## src/rtl/wdt_seqlock_pkg.sv

```systemverilog
package wdt_seqlock_pkg;

  localparam int NUM_TGT = 4;

  localparam int TGT_CTRL = 0;
  localparam int TGT_LOAD = 1;
  localparam int TGT_TRIG = 2;
  localparam int TGT_KEY  = 3;

  localparam logic [2:0] ADDR_CTRL = 3'd0;
  localparam logic [2:0] ADDR_LOAD = 3'd1;
  localparam logic [2:0] ADDR_TRIG = 3'd2;
  localparam logic [2:0] ADDR_KEY  = 3'd3;
  localparam logic [2:0] ADDR_STAT = 3'd4;
  localparam logic [2:0] ADDR_CNT  = 3'd5;

  localparam logic [15:0] KEY_ARM_A = 16'hBBBB;
  localparam logic [15:0] KEY_ARM_B = 16'h4444;
  localparam logic [15:0] KEY_DIS_A = 16'hAAAA;
  localparam logic [15:0] KEY_DIS_B = 16'h5555;

  typedef enum logic [1:0] {
    SEQ_IDLE = 2'd0,
    SEQ_ARM  = 2'd1,
    SEQ_DIS  = 2'd2
  } seq_e;

  // Last divider phase before a count step, for a ratio r: 2^r - 1.
  function automatic int unsigned pre_terminal(input int unsigned ratio);
    return (32'd1 << ratio) - 32'd1;
  endfunction

endpackage

```

## src/rtl/wdt_regport.sv

```systemverilog
module wdt_regport #(
  parameter int DATA_W  = 16,
  parameter int ADDR_W  = 3,
  parameter int NUM_TGT = 4
) (
  input  logic                           clk,
  input  logic                           rst_n,
  input  logic                           tick,
  input  logic                           bus_we,
  input  logic [ADDR_W-1:0]              bus_addr,
  input  logic [DATA_W-1:0]              bus_wdata,
  output logic [NUM_TGT-1:0]             pend,
  output logic [NUM_TGT-1:0]             apply,
  output logic [NUM_TGT-1:0][DATA_W-1:0] hold
);

  for (genvar i = 0; i < NUM_TGT; i++) begin : g_tgt
    logic              hit;
    logic              pend_q;
    logic [DATA_W-1:0] hold_q;

    assign hit      = bus_we && (bus_addr == ADDR_W'(i));
    assign apply[i] = tick && pend_q;
    assign pend[i]  = pend_q;
    assign hold[i]  = hold_q;

    always_ff @(posedge clk or negedge rst_n) begin
      if (!rst_n) begin
        pend_q <= 1'b0;
        hold_q <= '0;
      end else if (apply[i]) begin
        pend_q <= 1'b0;
      end else if (hit && !pend_q) begin
        pend_q <= 1'b1;
        hold_q <= bus_wdata;
      end
    end
  end

endmodule

```

## src/rtl/wdt_keyseq.sv

```systemverilog
module wdt_keyseq #(
  parameter int DATA_W = 16
) (
  input  logic              clk,
  input  logic              rst_n,
  input  logic              key_apply,
  input  logic [DATA_W-1:0] key_data,
  output logic              run,
  output logic              start_evt
);
  import wdt_seqlock_pkg::*;

  seq_e state_q;
  logic run_q;
  logic is_arm_a, is_arm_b, is_dis_a, is_dis_b;

  assign is_arm_a = (key_data == DATA_W'(KEY_ARM_A));
  assign is_arm_b = (key_data == DATA_W'(KEY_ARM_B));
  assign is_dis_a = (key_data == DATA_W'(KEY_DIS_A));
  assign is_dis_b = (key_data == DATA_W'(KEY_DIS_B));

  assign start_evt = key_apply && (state_q == SEQ_ARM) && is_arm_b && !run_q;
  assign run       = run_q;

  always_ff @(posedge clk or negedge rst_n) begin
    if (!rst_n) begin
      state_q <= SEQ_IDLE;
      run_q   <= 1'b0;
    end else if (key_apply) begin
      state_q <= SEQ_IDLE;
      if (is_arm_a) begin
        state_q <= SEQ_ARM;
      end else if (is_dis_a) begin
        state_q <= SEQ_DIS;
      end else if (is_arm_b && state_q == SEQ_ARM) begin
        run_q <= 1'b1;
      end else if (is_dis_b && state_q == SEQ_DIS) begin
        run_q <= 1'b0;
      end
    end
  end

endmodule

```

## src/rtl/wdt_counter.sv

```systemverilog
module wdt_counter #(
  parameter int CNT_W   = 16,
  parameter int RATIO_W = 3
) (
  input  logic               clk,
  input  logic               rst_n,
  input  logic               tick,
  input  logic               run,
  input  logic               load_now,
  input  logic [CNT_W-1:0]   load_val,
  input  logic               pre_en,
  input  logic [RATIO_W-1:0] ratio,
  output logic [CNT_W-1:0]   count,
  output logic               step,
  output logic               wrap
);
  localparam int PRE_W = (1 << RATIO_W) - 1;
  localparam logic [CNT_W-1:0] CNT_MAX = {CNT_W{1'b1}};

  logic [PRE_W-1:0] pre_q;
  logic [PRE_W-1:0] term;
  logic [CNT_W-1:0] count_q;
  logic             wrap_q;

  assign term  = PRE_W'(wdt_seqlock_pkg::pre_terminal(32'(ratio)));
  assign step  = !pre_en || (pre_q == term);
  assign count = count_q;
  assign wrap  = wrap_q;

  always_ff @(posedge clk or negedge rst_n) begin
    if (!rst_n) begin
      count_q <= '0;
      pre_q   <= '0;
      wrap_q  <= 1'b0;
    end else begin
      wrap_q <= 1'b0;
      if (load_now) begin
        count_q <= load_val;
        pre_q   <= '0;
      end else if (run && tick) begin
        if (step) begin
          pre_q <= '0;
          if (count_q == CNT_MAX) begin
            count_q <= load_val;
            wrap_q  <= 1'b1;
          end else begin
            count_q <= count_q + 1'b1;
          end
        end else begin
          pre_q <= pre_q + 1'b1;
        end
      end
    end
  end

endmodule

```

## src/rtl/wdt_seqlock.sv

```systemverilog
module wdt_seqlock #(
  parameter int DATA_W    = 16,
  parameter int ADDR_W    = 3,
  parameter int CNT_W     = 16,
  parameter int RATIO_W   = 3,
  parameter int RATIO_LSB = 2
) (
  input  logic              clk,
  input  logic              rst_n,
  input  logic              tick_i,
  input  logic              bus_we_i,
  input  logic [ADDR_W-1:0] bus_addr_i,
  input  logic [DATA_W-1:0] bus_wdata_i,
  output logic [DATA_W-1:0] bus_rdata_o,
  output logic              wdt_rst_o
);
  import wdt_seqlock_pkg::*;

  logic [NUM_TGT-1:0]             pend;
  logic [NUM_TGT-1:0]             apply;
  logic [NUM_TGT-1:0][DATA_W-1:0] hold;

  logic               run;
  logic               start_evt;
  logic               reload_evt;
  logic               load_now;
  logic               pre_en_q;
  logic [RATIO_W-1:0] ratio_q;
  logic [CNT_W-1:0]   load_q;
  logic [DATA_W-1:0]  trig_last_q;
  logic [DATA_W-1:0]  ctrl_word;
  logic [CNT_W-1:0]   count;
  logic               step;
  logic               wrap;

  wdt_regport #(.DATA_W(DATA_W), .ADDR_W(ADDR_W), .NUM_TGT(NUM_TGT)) u_regport (
    .clk      (clk),
    .rst_n    (rst_n),
    .tick     (tick_i),
    .bus_we   (bus_we_i),
    .bus_addr (bus_addr_i),
    .bus_wdata(bus_wdata_i),
    .pend     (pend),
    .apply    (apply),
    .hold     (hold)
  );

  wdt_keyseq #(.DATA_W(DATA_W)) u_keyseq (
    .clk      (clk),
    .rst_n    (rst_n),
    .key_apply(apply[TGT_KEY]),
    .key_data (hold[TGT_KEY]),
    .run      (run),
    .start_evt(start_evt)
  );

  assign reload_evt = apply[TGT_TRIG] && (hold[TGT_TRIG] != trig_last_q);
  assign load_now   = start_evt || reload_evt;

  // Configuration writes land only while stopped; the busy bit clears regardless.
  always_ff @(posedge clk or negedge rst_n) begin
    if (!rst_n) begin
      pre_en_q    <= 1'b0;
      ratio_q     <= '0;
      load_q      <= '0;
      trig_last_q <= '0;
    end else begin
      if (apply[TGT_CTRL] && !run) begin
        pre_en_q <= hold[TGT_CTRL][0];
        ratio_q  <= hold[TGT_CTRL][RATIO_LSB +: RATIO_W];
      end
      if (apply[TGT_LOAD] && !run) begin
        load_q <= hold[TGT_LOAD][CNT_W-1:0];
      end
      if (reload_evt) begin
        trig_last_q <= hold[TGT_TRIG];
      end
    end
  end

  wdt_counter #(.CNT_W(CNT_W), .RATIO_W(RATIO_W)) u_counter (
    .clk     (clk),
    .rst_n   (rst_n),
    .tick    (tick_i),
    .run     (run),
    .load_now(load_now),
    .load_val(load_q),
    .pre_en  (pre_en_q),
    .ratio   (ratio_q),
    .count   (count),
    .step    (step),
    .wrap    (wrap)
  );

  always_comb begin
    ctrl_word                           = '0;
    ctrl_word[0]                        = pre_en_q;
    ctrl_word[RATIO_LSB +: RATIO_W]     = ratio_q;
  end

  always_comb begin
    case (bus_addr_i)
      ADDR_W'(ADDR_CTRL): bus_rdata_o = ctrl_word;
      ADDR_W'(ADDR_LOAD): bus_rdata_o = DATA_W'(load_q);
      ADDR_W'(ADDR_TRIG): bus_rdata_o = trig_last_q;
      ADDR_W'(ADDR_KEY):  bus_rdata_o = DATA_W'(run);
      ADDR_W'(ADDR_STAT): bus_rdata_o = DATA_W'(pend);
      ADDR_W'(ADDR_CNT):  bus_rdata_o = DATA_W'(count);
      default:            bus_rdata_o = '0;
    endcase
  end

  assign wdt_rst_o = wrap;

endmodule

```

## config.mk

```make
export PLATFORM = sky130hd
export DESIGN_NAME = wdt_seqlock
export DESIGN_NICKNAME = d
export VERILOG_FILES = /design/src/rtl/wdt_seqlock_pkg.sv /design/src/rtl/wdt_regport.sv /design/src/rtl/wdt_keyseq.sv /design/src/rtl/wdt_counter.sv /design/src/rtl/wdt_seqlock.sv
export SDC_FILE = /design/constraint.sdc
export NUM_CORES = 1
export LEC_CHECK = 0
export ABC_AREA = 1
export BUFFER_PORTS_ARGS = -buffer_cell sky130_fd_sc_hd__buf_2
export CAP_MARGIN = 20
export CORE_MARGIN = 2
export CORE_UTILIZATION = 40
export CTS_CLUSTER_DIAMETER = 50
export DETAILED_ROUTE_END_ITERATION = 8
export PLACE_DENSITY_LB_ADDON = 0.1
export SLEW_MARGIN = 20
export SYNTH_ARGS = -nofsm -noshare
export SYNTH_HDL_FRONTEND = slang
export SYNTH_SLANG_ARGS = --single-unit
```

## constraint.sdc

```tcl
create_clock -name clk -period 2.8 [get_ports clk]
set_input_delay 0.84 -clock clk [delete_from_list [all_inputs] [get_ports clk]]
set_output_delay 0.84 -clock clk [all_outputs]
set_load 0.005 [all_outputs]
```

==> results.py <==
metrics = {
    "run_status": {
        "status": "finished clean",
    },
    "timing": {
        "finClkSkew_ns": 0.00693,
        "timing.final.max_slew_violations": 0,
        "whs_ns": 0.360,
        "hold_viol": 0,
        "tns_ns": 0,
        "finalCriticalPeriod_ns": 2.76,
        "fin_ws_ns": 0.0393,
        "rsz0062_at_grt": "true",
        "setup_viol": 0,
        "max_freq_mhz": 362,
        "relSlewSlack_pct": 60.3,
        "finalCritPeriodShare_pct": 98.6,
        "worst_pin_slew_ns": 0.591,
    },
    "detailed_routing": {
        "drtPass1Iterations": 5,
        "drt-initial-drc-count": 504,
        "ant_nets": 0,
        "post_drt_wl_per_cell_um": 15.6,
        "drc": 0,
        "vias": 5642,
        "vias_per_cell": 4.96,
        "wl_mm": 17.7,
    },
    "pwr": {
        "clkPwrFrac_pct": 37.7,
        "power_frac_seq_pct": 42.0,
        "p_int_mw": 4.03,
        "p_sw_share_pct": 33.2,
        "p_per_area_nw_per_um2": 804,
        "combPwrFrac_pct": 20.3,
        "p_switching_mw": 2.01,
        "vdd_drop_max_v": 0.000466,
        "p_leak_nw": 3.80,
    },
    "synth": {
        "avgSynthCellArea_sq_um": 7.42,
        "synth_area_leader_cell": "dfrtp_1",
        "synth.yosys.seq_area_share_pct": 46.6,
        "synth_area_leaders": "dfrtp_1 47%, nand2_1 16%, o21ai_0 7.5%",
        "netlist.area_leader.share_pct": 46.6,
        "synth-main-ff-cell": "dfrtp_1",
        "synth_cells": 861,
        "postSynthNetCount": 887,
        "ys_ff_latch": 119,
        "synthesis.area_sq_um": 6390,
        "ys_types": 36,
        "yosysWarningCount": 0,
        "synth_edf_count": 0,
        "async_reset_ff_share_pct": 100,
    },
    "clocking": {
        "cts-root-buf": "clkbuf_16",
        "htreeDepth": 4,
        "cts.sinks": 119,
        "cts.clk_slew.worst_paths_ns": 0.05,
        "tritoncts": "done",
        "cts.path.max_buffers": 2,
        "clk-insertion-delay-late_ns": 0.42,
        "hold_buffers": 0,
        "cts_made_buffers": 17,
    },
    "floorplanning": {
        "rows": 46,
        "die_y_um": 130,
        "die-area_sq_um": 17000,
        "initial_core_util_pct": 40.5,
        "pin_count": 40,
        "core_sq_um": 15800,
        "die_w_um": 130,
    },
    "worst_setup_path": {
        "path_class": "in -> out",
        "crit_buf_inv": 5,
        "worst-path-stages": 8,
        "cp_max_fo": 10,
        "required_ns": 1.96,
        "crit_family": "buffers and inverters",
        "crit_arrival_ns": 1.92,
        "critPathCaptureType": "output pin",
        "r2r_end": "u_counter.count[13]$_DFFE_PN0P_",
        "timing.reg2reg.setup_slack_ns": 0.44,
        "r2r_cells": 15,
        "reg2reg_from": "ratio_q[2]$_DFFE_PN0P_",
        "cpPeakStageDelay_ns": 0.18,
        "critPathMostFrequentCell": "buf_2",
        "cpMaxStageDelayCell": "nor3_2",
        "worstSetupStartpointType": "input pin",
        "critical_path.cell_chain": "buf_2 > inv_1 > nor3_2 > buf_4 > buf_12 > a22oi_1 > o21ai_1 > buf_2",
    },
    "final_layout": {
        "area_growth_pct": 17.4,
        "fin_cells": 1137,
        "drive_above_1_share_pct": 13.0,
        "antenna_cells": 0,
        "layout.nets": 934,
        "num-fill-cells": 1591,
    },
    "job": {
        "maxCapViolCount": 0,
    },
    "global_route": {
        "grt_max_degree": 50,
        "overflow": 0,
        "grt_pass1_wl_mm": 29.3,
        "first_global_vias": 5517,
        "antenna_found_initial": 0,
        "grt_use_total_pct": 22.7,
    },
    "placement": {
        "port_buffers": 39,
        "hpwl_mm": 12.7,
        "routabilityCongestion": 0.894,
        "place_inst": 1104,
        "preCtsSetupSlack_ns": 0.0188,
    },
    "worst_hold_path": {
        "hold_class": "in -> async",
    },
}
-- repair_timing --
item	in CTS	in global routing
resized for setup	0	8
buffers inserted	0	1
setup endpoints to repair	0	13
-- synthesized netlist by cell type (all sizes together), types with 2 or more instances --
cell type  count
nand4         10
a22oi         10
dfrtp        119
nand2        288
clkbuf        15
o221ai         4
nor2          58
o22ai          4
mux2           8
ha             3
nand3         77
a221oi         2
buf           12
o21ai         96
a21oi         17
xor2           9
inv          108
xnor2          2
nor3          12
-- through the flow --
stage	utilization (%)	cell area [sq um]	power, mW
floorplan	-	6390	3.31
global placement	43.5	6870	3.73
detailed placement	43.5	6870	3.77
CTS	47.4	7480	6.06
global route	47.6	7510	6.44
finish	47.6	7510	6.04
-- state kept, by name (all words and copies together), names as in the netlist --
| signal | cells |
|---|---|
| u_counter.wrap | 1 |
| load_q | 16 |
| u_counter.pre_q | 7 |
| u_regport.g_tgt.pend_q | 4 |
| trig_last_q | 16 |
| u_counter.count | 16 |
| ratio_q | 3 |
| u_keyseq.state_q | 2 |
| pre_en_q | 1 |
| u_keyseq.run | 1 |
| u_regport.g_tgt.hold_q | 52 |
-- layout make-up --
class / count / area, sq um / share of cell area, %
Clock inverter: 14 / 171 / 2.28
Sequential cell: 119 / 2980 / 39.7
Clock buffer: 18 / 439 / 5.85
Tap cell: 216 / 270 / 3.60
Multi-Input combinational cell: 606 / 2880 / 38.4
Timing Repair Buffer: 55 / 355 / 4.73
Inverter: 109 / 409 / 5.45
-- power groups by stage --
stage / Clock (mW) / Sequential (mW) / Combinational, mW
floorplan: 0 / 2.40 / 0.913
global placement: 0 / 2.55 / 1.19
detailed placement: 0 / 2.55 / 1.22
CTS: 2.30 / 2.53 / 1.23
global route: 2.40 / 2.60 / 1.45
finish: 2.28 / 2.53 / 1.22
-- per-layer routing --
| metal | GRT usage, % | share of wire [%] |
|---|---|---|
| met5 | 0 | 0 |
| met4 | 6.01 | 0.94 |
| met3 | 4.52 | 4.3 |
| met2 | 36.3 | 47 |
| met1 | 31.8 | 47 |
-- worst max-delay path by stage --
| stage | slack [ns] | to | from |
|---|---|---|---|
| 6_report | 0.04 | bus_rdata_o[5] | bus_addr_i[2] |
| 5_1_grt | -0.02 | bus_rdata_o[6] | bus_addr_i[2] |
| 4_1_cts | 0.02 | bus_rdata_o[0] | bus_addr_i[0] |
| 3_5_place_dp | 0.02 | bus_rdata_o[0] | bus_addr_i[0] |
| 3_3_place_gp | 0.04 | bus_rdata_o[6] | bus_addr_i[2] |
| 2_1_floorplan | 0.19 | bus_rdata_o[5] | bus_addr_i[2] |
-- placed cells by master (no fill, tap or decap), types with 4 or more instances in the layout --
cell	instances
mux2_2	8
dfrtp_1	119
inv_2	5
o21ai_0	94
nand2_1	280
nor2_1	56
nand4_1	9
inv_1	103
buf_4	14
nand2_2	5
nand3_1	76
inv_6	4
nor3_2	4
nor3_1	8
o22ai_1	4
a22oi_1	10
a21oi_1	17
clkbuf_16	17
buf_2	38
xor2_1	9
-- cell families after synthesis --
logic type      share of synthesized area (%)
xor+xnor                                 1.51
mux                                      1.41
fa+ha+maj                               0.587
compound gates                           11.4
buf+inv                                  8.65
flops                                    46.6
simple gates                             29.9
No activity file was read; power rests on OpenSTA's default activity.
